--- config.mk ---
export PLATFORM = sky130hd
export DESIGN_NAME = bidir_preset_counter
export DESIGN_NICKNAME = d
export VERILOG_FILES = /design/src/rtl/bpc_pkg.sv /design/src/rtl/bpc_sync.sv /design/src/rtl/bpc_edge.sv /design/src/rtl/bpc_core.sv /design/src/rtl/bpc_flags.sv /design/src/rtl/bidir_preset_counter.sv
export SDC_FILE = /design/constraint.sdc
export NUM_CORES = 1
export LEC_CHECK = 0
export ABC_AREA = 1
export BUFFER_PORTS_ARGS = -buffer_cell sky130_fd_sc_hd__buf_2
export CAP_MARGIN = 20
export CORE_MARGIN = 1.5
export CORE_UTILIZATION = 51
export CTS_CLUSTER_DIAMETER = 60
export DETAILED_ROUTE_END_ITERATION = 6
export PLACE_DENSITY = 0.86
export SYNTH_ARGS = -nofsm -noshare
export SYNTH_HDL_FRONTEND = slang
export SYNTH_SLANG_ARGS = --single-unit
--- constraint.sdc ---
create_clock -name clk -period 2.1 [get_ports clk]
set_input_delay 0.105 -clock clk [delete_from_list [all_inputs] [get_ports clk]]
set_output_delay 0.105 -clock clk [all_outputs]
set_load 0.02 [all_outputs]
--- src/rtl/bpc_pkg.sv ---
package bpc_pkg;
  typedef enum logic [1:0] {
    EV_HOLD = 2'd0,
    EV_INC  = 2'd1,
    EV_DEC  = 2'd2,
    EV_BOTH = 2'd3
  } cnt_event_e;

  localparam int unsigned DEF_WIDTH = 4;
  localparam int unsigned DEF_SYNC  = 2;
endpackage

--- src/rtl/bpc_sync.sv ---
module bpc_sync #(
  parameter int unsigned W      = 8,
  parameter int unsigned STAGES = 2,
  parameter logic [W-1:0] RST_VAL = '0
) (
  input  logic         clk,
  input  logic         rst_n,
  input  logic [W-1:0] din,
  output logic [W-1:0] dout
);
  logic [W-1:0] chain [STAGES];

  genvar s;
  generate
    for (s = 0; s < STAGES; s++) begin : g_stage
      always_ff @(posedge clk or negedge rst_n) begin
        if (!rst_n) chain[s] <= RST_VAL;
        else if (s == 0) chain[s] <= din;
        else chain[s] <= chain[(s == 0) ? 0 : s-1];
      end
    end
  endgenerate

  assign dout = chain[STAGES-1];
endmodule

--- src/rtl/bpc_edge.sv ---
module bpc_edge #(
  parameter int unsigned N = 2
) (
  input  logic         clk,
  input  logic         rst_n,
  input  logic [N-1:0] lvl,
  output logic [N-1:0] rise
);
  logic [N-1:0] prev_q;

  always_ff @(posedge clk or negedge rst_n) begin
    if (!rst_n) prev_q <= '1;
    else prev_q <= lvl;
  end

  genvar i;
  generate
    for (i = 0; i < N; i++) begin : g_rise
      assign rise[i] = lvl[i] & ~prev_q[i];
    end
  endgenerate
endmodule

--- src/rtl/bpc_core.sv ---
module bpc_core
  import bpc_pkg::*;
#(
  parameter int unsigned W = 4,
  parameter bit DECADE = 1'b0,
  parameter logic [W-1:0] TOP_Q = '1
) (
  input  logic         clk,
  input  logic         rst_n,
  input  logic         clr,
  input  logic         ld_n,
  input  logic [W-1:0] d,
  input  logic         up_rise,
  input  logic         dn_rise,
  input  logic         up_lvl,
  input  logic         dn_lvl,
  output logic [W-1:0] q
);
  cnt_event_e ev;
  logic [W-1:0] q_inc, q_dec;

  always_comb begin
    ev = EV_HOLD;
    if (up_rise && dn_rise) ev = EV_BOTH;
    else if (up_rise && dn_lvl) ev = EV_INC;
    else if (dn_rise && up_lvl) ev = EV_DEC;
  end

  generate
    if (DECADE) begin : g_dec
      assign q_inc = (q >= TOP_Q) ? '0 : q + 1'b1;
    end else begin : g_bin
      assign q_inc = (q == TOP_Q) ? '0 : q + 1'b1;
    end
  endgenerate

  assign q_dec = (q == '0) ? TOP_Q : q - 1'b1;

  always_ff @(posedge clk or negedge rst_n) begin
    if (!rst_n) q <= '0;
    else if (clr) q <= '0;
    else if (!ld_n) q <= d;
    else begin
      case (ev)
        EV_INC:  q <= q_inc;
        EV_DEC:  q <= q_dec;
        default: q <= q;
      endcase
    end
  end
endmodule

--- src/rtl/bpc_flags.sv ---
module bpc_flags #(
  parameter int unsigned W = 4,
  parameter logic [W-1:0] TOP_Q = '1
) (
  input  logic [W-1:0] q,
  input  logic         up_lvl,
  input  logic         dn_lvl,
  output logic         ovf_n,
  output logic         unf_n
);
  assign ovf_n = ~((q == TOP_Q) & ~up_lvl);
  assign unf_n = ~((q == '0) & ~dn_lvl);
endmodule

--- src/rtl/bidir_preset_counter.sv ---
module bidir_preset_counter
  import bpc_pkg::*;
#(
  parameter int unsigned WIDTH       = DEF_WIDTH,
  parameter int unsigned SYNC_STAGES = DEF_SYNC,
  parameter bit          DECADE      = 1'b0
) (
  input  logic             clk,
  input  logic             rst_n,
  input  logic             inc_in,
  input  logic             dec_in,
  input  logic             preset_n,
  input  logic             zero_in,
  input  logic [WIDTH-1:0] pdata,
  output logic [WIDTH-1:0] count,
  output logic             ovf_n,
  output logic             unf_n
);
  localparam int unsigned SW = WIDTH + 4;
  localparam logic [WIDTH-1:0] TOP_Q = DECADE ? WIDTH'(9) : {WIDTH{1'b1}};
  localparam logic [SW-1:0] SYNC_RST = {1'b1, 1'b1, 1'b1, 1'b0, {WIDTH{1'b0}}};

  logic [SW-1:0] raw_v, syn_v;
  logic up_s, dn_s, ld_s, clr_s;
  logic [WIDTH-1:0] d_s;
  logic [1:0] rise_v;
  logic up_rise, dn_rise;

  assign raw_v = {inc_in, dec_in, preset_n, zero_in, pdata};

  bpc_sync #(.W(SW), .STAGES(SYNC_STAGES), .RST_VAL(SYNC_RST)) u_sync (
    .clk(clk), .rst_n(rst_n), .din(raw_v), .dout(syn_v)
  );

  assign {up_s, dn_s, ld_s, clr_s, d_s} = syn_v;

  bpc_edge #(.N(2)) u_edge (
    .clk(clk), .rst_n(rst_n), .lvl({up_s, dn_s}), .rise(rise_v)
  );

  assign {up_rise, dn_rise} = rise_v;

  bpc_core #(.W(WIDTH), .DECADE(DECADE), .TOP_Q(TOP_Q)) u_core (
    .clk(clk), .rst_n(rst_n), .clr(clr_s), .ld_n(ld_s), .d(d_s),
    .up_rise(up_rise), .dn_rise(dn_rise), .up_lvl(up_s), .dn_lvl(dn_s),
    .q(count)
  );

  bpc_flags #(.W(WIDTH), .TOP_Q(TOP_Q)) u_flags (
    .q(count), .up_lvl(up_s), .dn_lvl(dn_s), .ovf_n(ovf_n), .unf_n(unf_n)
  );
endmodule

# == Word-level counts from Yosys, hierarchy flattened ==
# Index checks and enable logic that the tools add are counted.
# word_totals
reg_bits,22
in_bits,10
elab_cells,32
# classes
n_reduce_logical,4
n_eq_ne,4
bitwise_logic,10
mux,8
add_sub_neg,2
# ops
cell,count
2-to-1 mux 4 bit,4
case mux 4 bit (2 select lines),1
2-to-1 mux 2 bit,3
NOT 1 bit,6
"adder 4 x 1 -> 4 bit, second input constant",1
bitwise AND 1 bit,4
"== test 4 bit, second input constant",1
logical NOT 4 bit,1
"!= test 4 x 2 -> 1 bit, second input constant",1
"subtractor 4 x 1 -> 4 bit, second input constant",1
logical AND 1 bit,3
"== test 2 x 1 -> 1 bit, second input constant",1
"== test 2 bit, second input constant",1

# == Longest topological paths before layout ==
# depth
word_depth,10
depth_mapped,11

# == Modules after synthesis ==
# From an unflattened synthesis, not the netlist that was laid out.
# hier_totals
cells_unflattened,98
hier_area_um2,964.7
# by_module_without_submodules
module,cells_per_inst,seq_area_each_um2,area_each_um2,n_inst
bpc_sync,24,407.9,467.9,1
bpc_core,59,100.1,389.1,1
bpc_edge,6,52.6,72.6,1
bpc_flags,9,0.0,35.0,1

# == Worst setup path after synthesis ==
# No wires, ideal clock.
# synth_timing
path_kind,flip-flop to flip-flop
from,register u_sync.chain (netlist bit u_sync.dout[7])
to,register u_core.q[3]
required_time_ns,2.035
path_buffers,0
path_slack_ns,0.621
path_stages_with_launch,9
arrival_time_ns,1.414
path_cell_list,dfstp_2 inv_2 nor2_1 nand2_1 ha_1 a21oi_1 o21a_1 nand2_1 nand2_1
# synth_between
elab_chain_cells,8
# synth_lines
element,line_no,rtl
"start, declared",bpc_sync.sv:11,logic [W-1:0] chain [STAGES];
"start signal, assigned by index",bpc_sync.sv:18,else if (s == 0) chain[s] <= din;
"start signal, assigned by index",bpc_sync.sv:19,else chain[s] <= chain[(s == 0) ? 0 : s-1];
bitwise AND 1 bit or logical AND 1 bit (tied branches),"bpc_edge.sv:19, bpc_core.sv:26",
logical AND 1 bit or 2-to-1 mux 2 bit (tied branches),"bpc_core.sv:25, bpc_core.sv:26",
2-to-1 mux 2 bit,bpc_core.sv:25,else if (up_rise && dn_lvl) ev = EV_INC;
2-to-1 mux 2 bit *,bpc_core.sv:24,if (up_rise && dn_rise) ev = EV_BOTH;
== test 2 bit or == test 2 x 1 -> 1 bit (tied branches),bpc_core.sv:44,case (ev)
case mux 4 bit (2 select lines),bpc_core.sv:44,
2-to-1 mux 4 bit,bpc_core.sv:42,else if (!ld_n) q <= d;
2-to-1 mux 4 bit,bpc_core.sv:41,else if (clr) q <= '0;
"end signal, assigned",bpc_core.sv:45,EV_INC: q <= q_inc;
"end signal, assigned",bpc_core.sv:46,EV_DEC: q <= q_dec;
"end signal, assigned",bpc_core.sv:47,default: q <= q;
"end, declared",bpc_core.sv:17,output logic [W-1:0] q
# Every way passes the cells marked *; elsewhere a longest branch is shown, timed or not.
# A chain may end at the register's enable or synchronous reset.

# == Worst setup path after layout ==
# layout_timing
from,register u_sync.chain (netlist bit u_sync.dout[7])
to,register u_core.q[1]
# Same word-level chain as after synthesis.

==> run metrics <==
Clock Sinks 22; wire length per cell 10.8 µm; Worst path top cell family by delay flip-flops; ANT cells 0; Die Height between 40 and 50 µm; # Max-Cap Violations 0; Core Area 0.00171 mm²; worst min path class in2async; global-route wire length before repair 2530 µm; Site Rows 15; Final Power 0.787 mW; DR vias about 650; worst-path maximum fanout 4; largest family of logic cells by synthesized area simple AND/OR/NAND/NOR gates; Critical Path Sink Type register; synthesized area 911 µm²; share of post-route cells with drive strength above 1 33.6%; First-pass DRT Iterations 3; leakage power figure 0.513 nW; Post-Layout Inst Area 0.00110 mm²; CTS tree built; clock insertion delay at the later pin of the skew report 0.29 ns; Hold Vio Cnt, Final 0; Startpoint Class register; f_max 605 MHz; status completed; period utilization slightly below 80%; synthesis-to-finish area growth 21.0%; initial antenna violation count 0; yosys warns 0; # setup viols final 0; DRC 0; worst hold slack 0.290 ns; Cells after DPL between 100 and 150; Final GP Congestion 0.880; TritonCTS Buffers 3; clk root buf clkbuf_4; Initial Util 53.3%; post-synthesis simple-gate area fraction 18.1%; Synth Area in Adders 4.12%; sequential area share after synthesis 61.5%; Avg Cell Area, Syn 10.8 µm²; Final Instance Count excl. Fillers 135; worst path required time around 2.3 ns; routed wire length 1460 µm; Post-DRT Antenna Nets 0; H-tree levels 1; PwrDens 714 mW/mm²; post-synthesis mux area share 0%; Port-buffer cells 15; CP max-delay cell dfstp_2; IO Count 16; placed cell area 986 µm²; number of gates resized after CTS 0; relative slew slack 69.6%; GRT Resource Usage Total 17.4%; largest net degree at the start of global routing 23; RSZ-0062 raised after global routing false; Mapped Nets 97; Synth Instances 84; setup TNS 0 ns; crit path setup slack, layout ~0.45 ns; final-report max-slew violation count 0; final core occ about 65%; xor and xnor area share after synthesis 0%; CP max stage delay 0.55 ns; compound-gate portion of the synthesized area 8.38%; skew final 0.000567 ns; Clock Path Buffers 2; Final Net Count around 120; Yosys reg bits 22; R2R Setup Slk 0.45 ns; Buf/Inv on CP 1; dpl ws 0.458 ns; ordered list of cells on the worst path inv_2 -> nor3_1 -> ha_1 -> a21oi_1 -> o211ai_1 -> o21ai_1; Iteration-0 DRC Markers 5; clock slew at reported path FFs 0.11 ns; Tmin final 1.65 ns; Max IR drop VDD 0.571 mV; Overflow after GRT 0; vias in the first global route between 600 and 700; vias per inst 4.84; Setup Crit Path Kind reg2reg; HPWL after DPL a little over 1000 µm; Worst-Margin Slew 0.456 ns; Worst EP arrival 1.88 ns; Die Area 0.00205 mm²; post-synthesis cell type count 23; die width 45.3 µm
Yosys cell counts, drive strengths merged:
cell type,n,share of area [%]
nand2,17,7.0
dfrtp,14,38
inv,10,4.4
dfstp,8,23
nand3,7,3.8
nor2,6,3.6
o21ai,5,2.7
a21oi,4,2.6
ha,3,4.1
buf,2,3.4
nand4,2,1.4
nor3,2,1.6
o211ai,1,0.82
o21a,1,0.82
o22ai,1,1.4
or2,1,0.69
registers in the layout (all words and copies together) (netlist names):
register	cells
u_core.q	4
u_edge.prev_q	2
u_sync.chain	8
u_sync.dout	8
placed cells by master (no fill, tap or decap):
cell,netlist,layout
nand2_1,17,17
buf_2,0,15
dfrtp_1,14,14
dlygate4sd3_1,0,9
dfstp_2,8,8
nand3_1,7,7
inv_2,5,5
o21ai_1,5,5
nor2_1,4,4
inv_1,4,4
a21oi_1,3,3
ha_1,3,3
clkbuf_4,0,3
nand4_1,2,2
inv_4,1,1
nor2_2,1,1
nor3_2,1,1
o22ai_2,1,1
o211ai_1,1,1
or2_1,1,1
a21oi_2,1,1
nor2_4,1,1
o21a_1,1,1
nor3_1,1,1
clkbuf_1,0,1
cell type report:
| cell class | count | area [µm²] |
|---|---|---|
| timing repair buffer | 24 | 165 |
| clock buffer | 4 | 26.3 |
| multi-input combinational | 50 | 279 |
| sequential | 22 | 561 |
| inverter | 10 | 40.0 |
| fill | 132 | 606 |
| tap | 25 | 31.3 |
worst paths after layout:
kind | start | endpoint | cells after the start
max | u_sync.dout[7]$_DFF_PN1_ | u_core.q[1]$_DFFE_PN0P_ | 6
min | rst_n | u_sync.chain[10]$_DFF_PN0_ | 2
min reg2reg | u_sync.chain[11]$_DFF_PN0_ | u_sync.dout[3]$_DFF_PN0_ | 0
max in group asynchronous | rst_n | u_edge.prev_q[1]$_DFF_PN1_ | 2
max reg2reg | u_sync.dout[7]$_DFF_PN1_ | u_core.q[1]$_DFFE_PN0P_ | 6
min in group clk | u_sync.chain[11]$_DFF_PN0_ | u_sync.dout[3]$_DFF_PN0_ | 0
worst register-to-register path: cells and delay by family, from the launching register on:
kind,cells,cell delay [ns]
DFF,1,0.55
AOI/OAI and AO/OA,3,0.52
adders and majority gates,1,0.28
and+or+nand+nor,1,0.19
buffers and inverters,1,0.04
layer usage:
metal / up-vias / wire length [µm] / global-route usage (%)
met4: 0 / 0 / 7.06
met1: 315 / 626 / 21.7
met5: - / 0 / 0
li1: 322 / - / -
met2: 17 / 776 / 29.4
met3: 0 / 52 / 3.60
cells by family after synthesis:
logic type / Yosys count
simple gates: 35
compound gates: 12
flops: 22
fa+ha+maj: 3
buf+inv: 12
power breakdown:
| part | internal [mW] | switching (mW) | total, mW |
|---|---|---|---|
| Combinational | 0.0527 | 0.0705 | 0.123 |
| Sequential | 0.454 | 0.0240 | 0.478 |
| Clock | 0.0739 | 0.111 | 0.185 |
repair_timing:
item / in CTS / in global routing
hold buffers: 9 / 0
setup buffers: 0 / 0
endpoints found under the hold margin: 22 / 0
(Power assumes the default switching activity.)
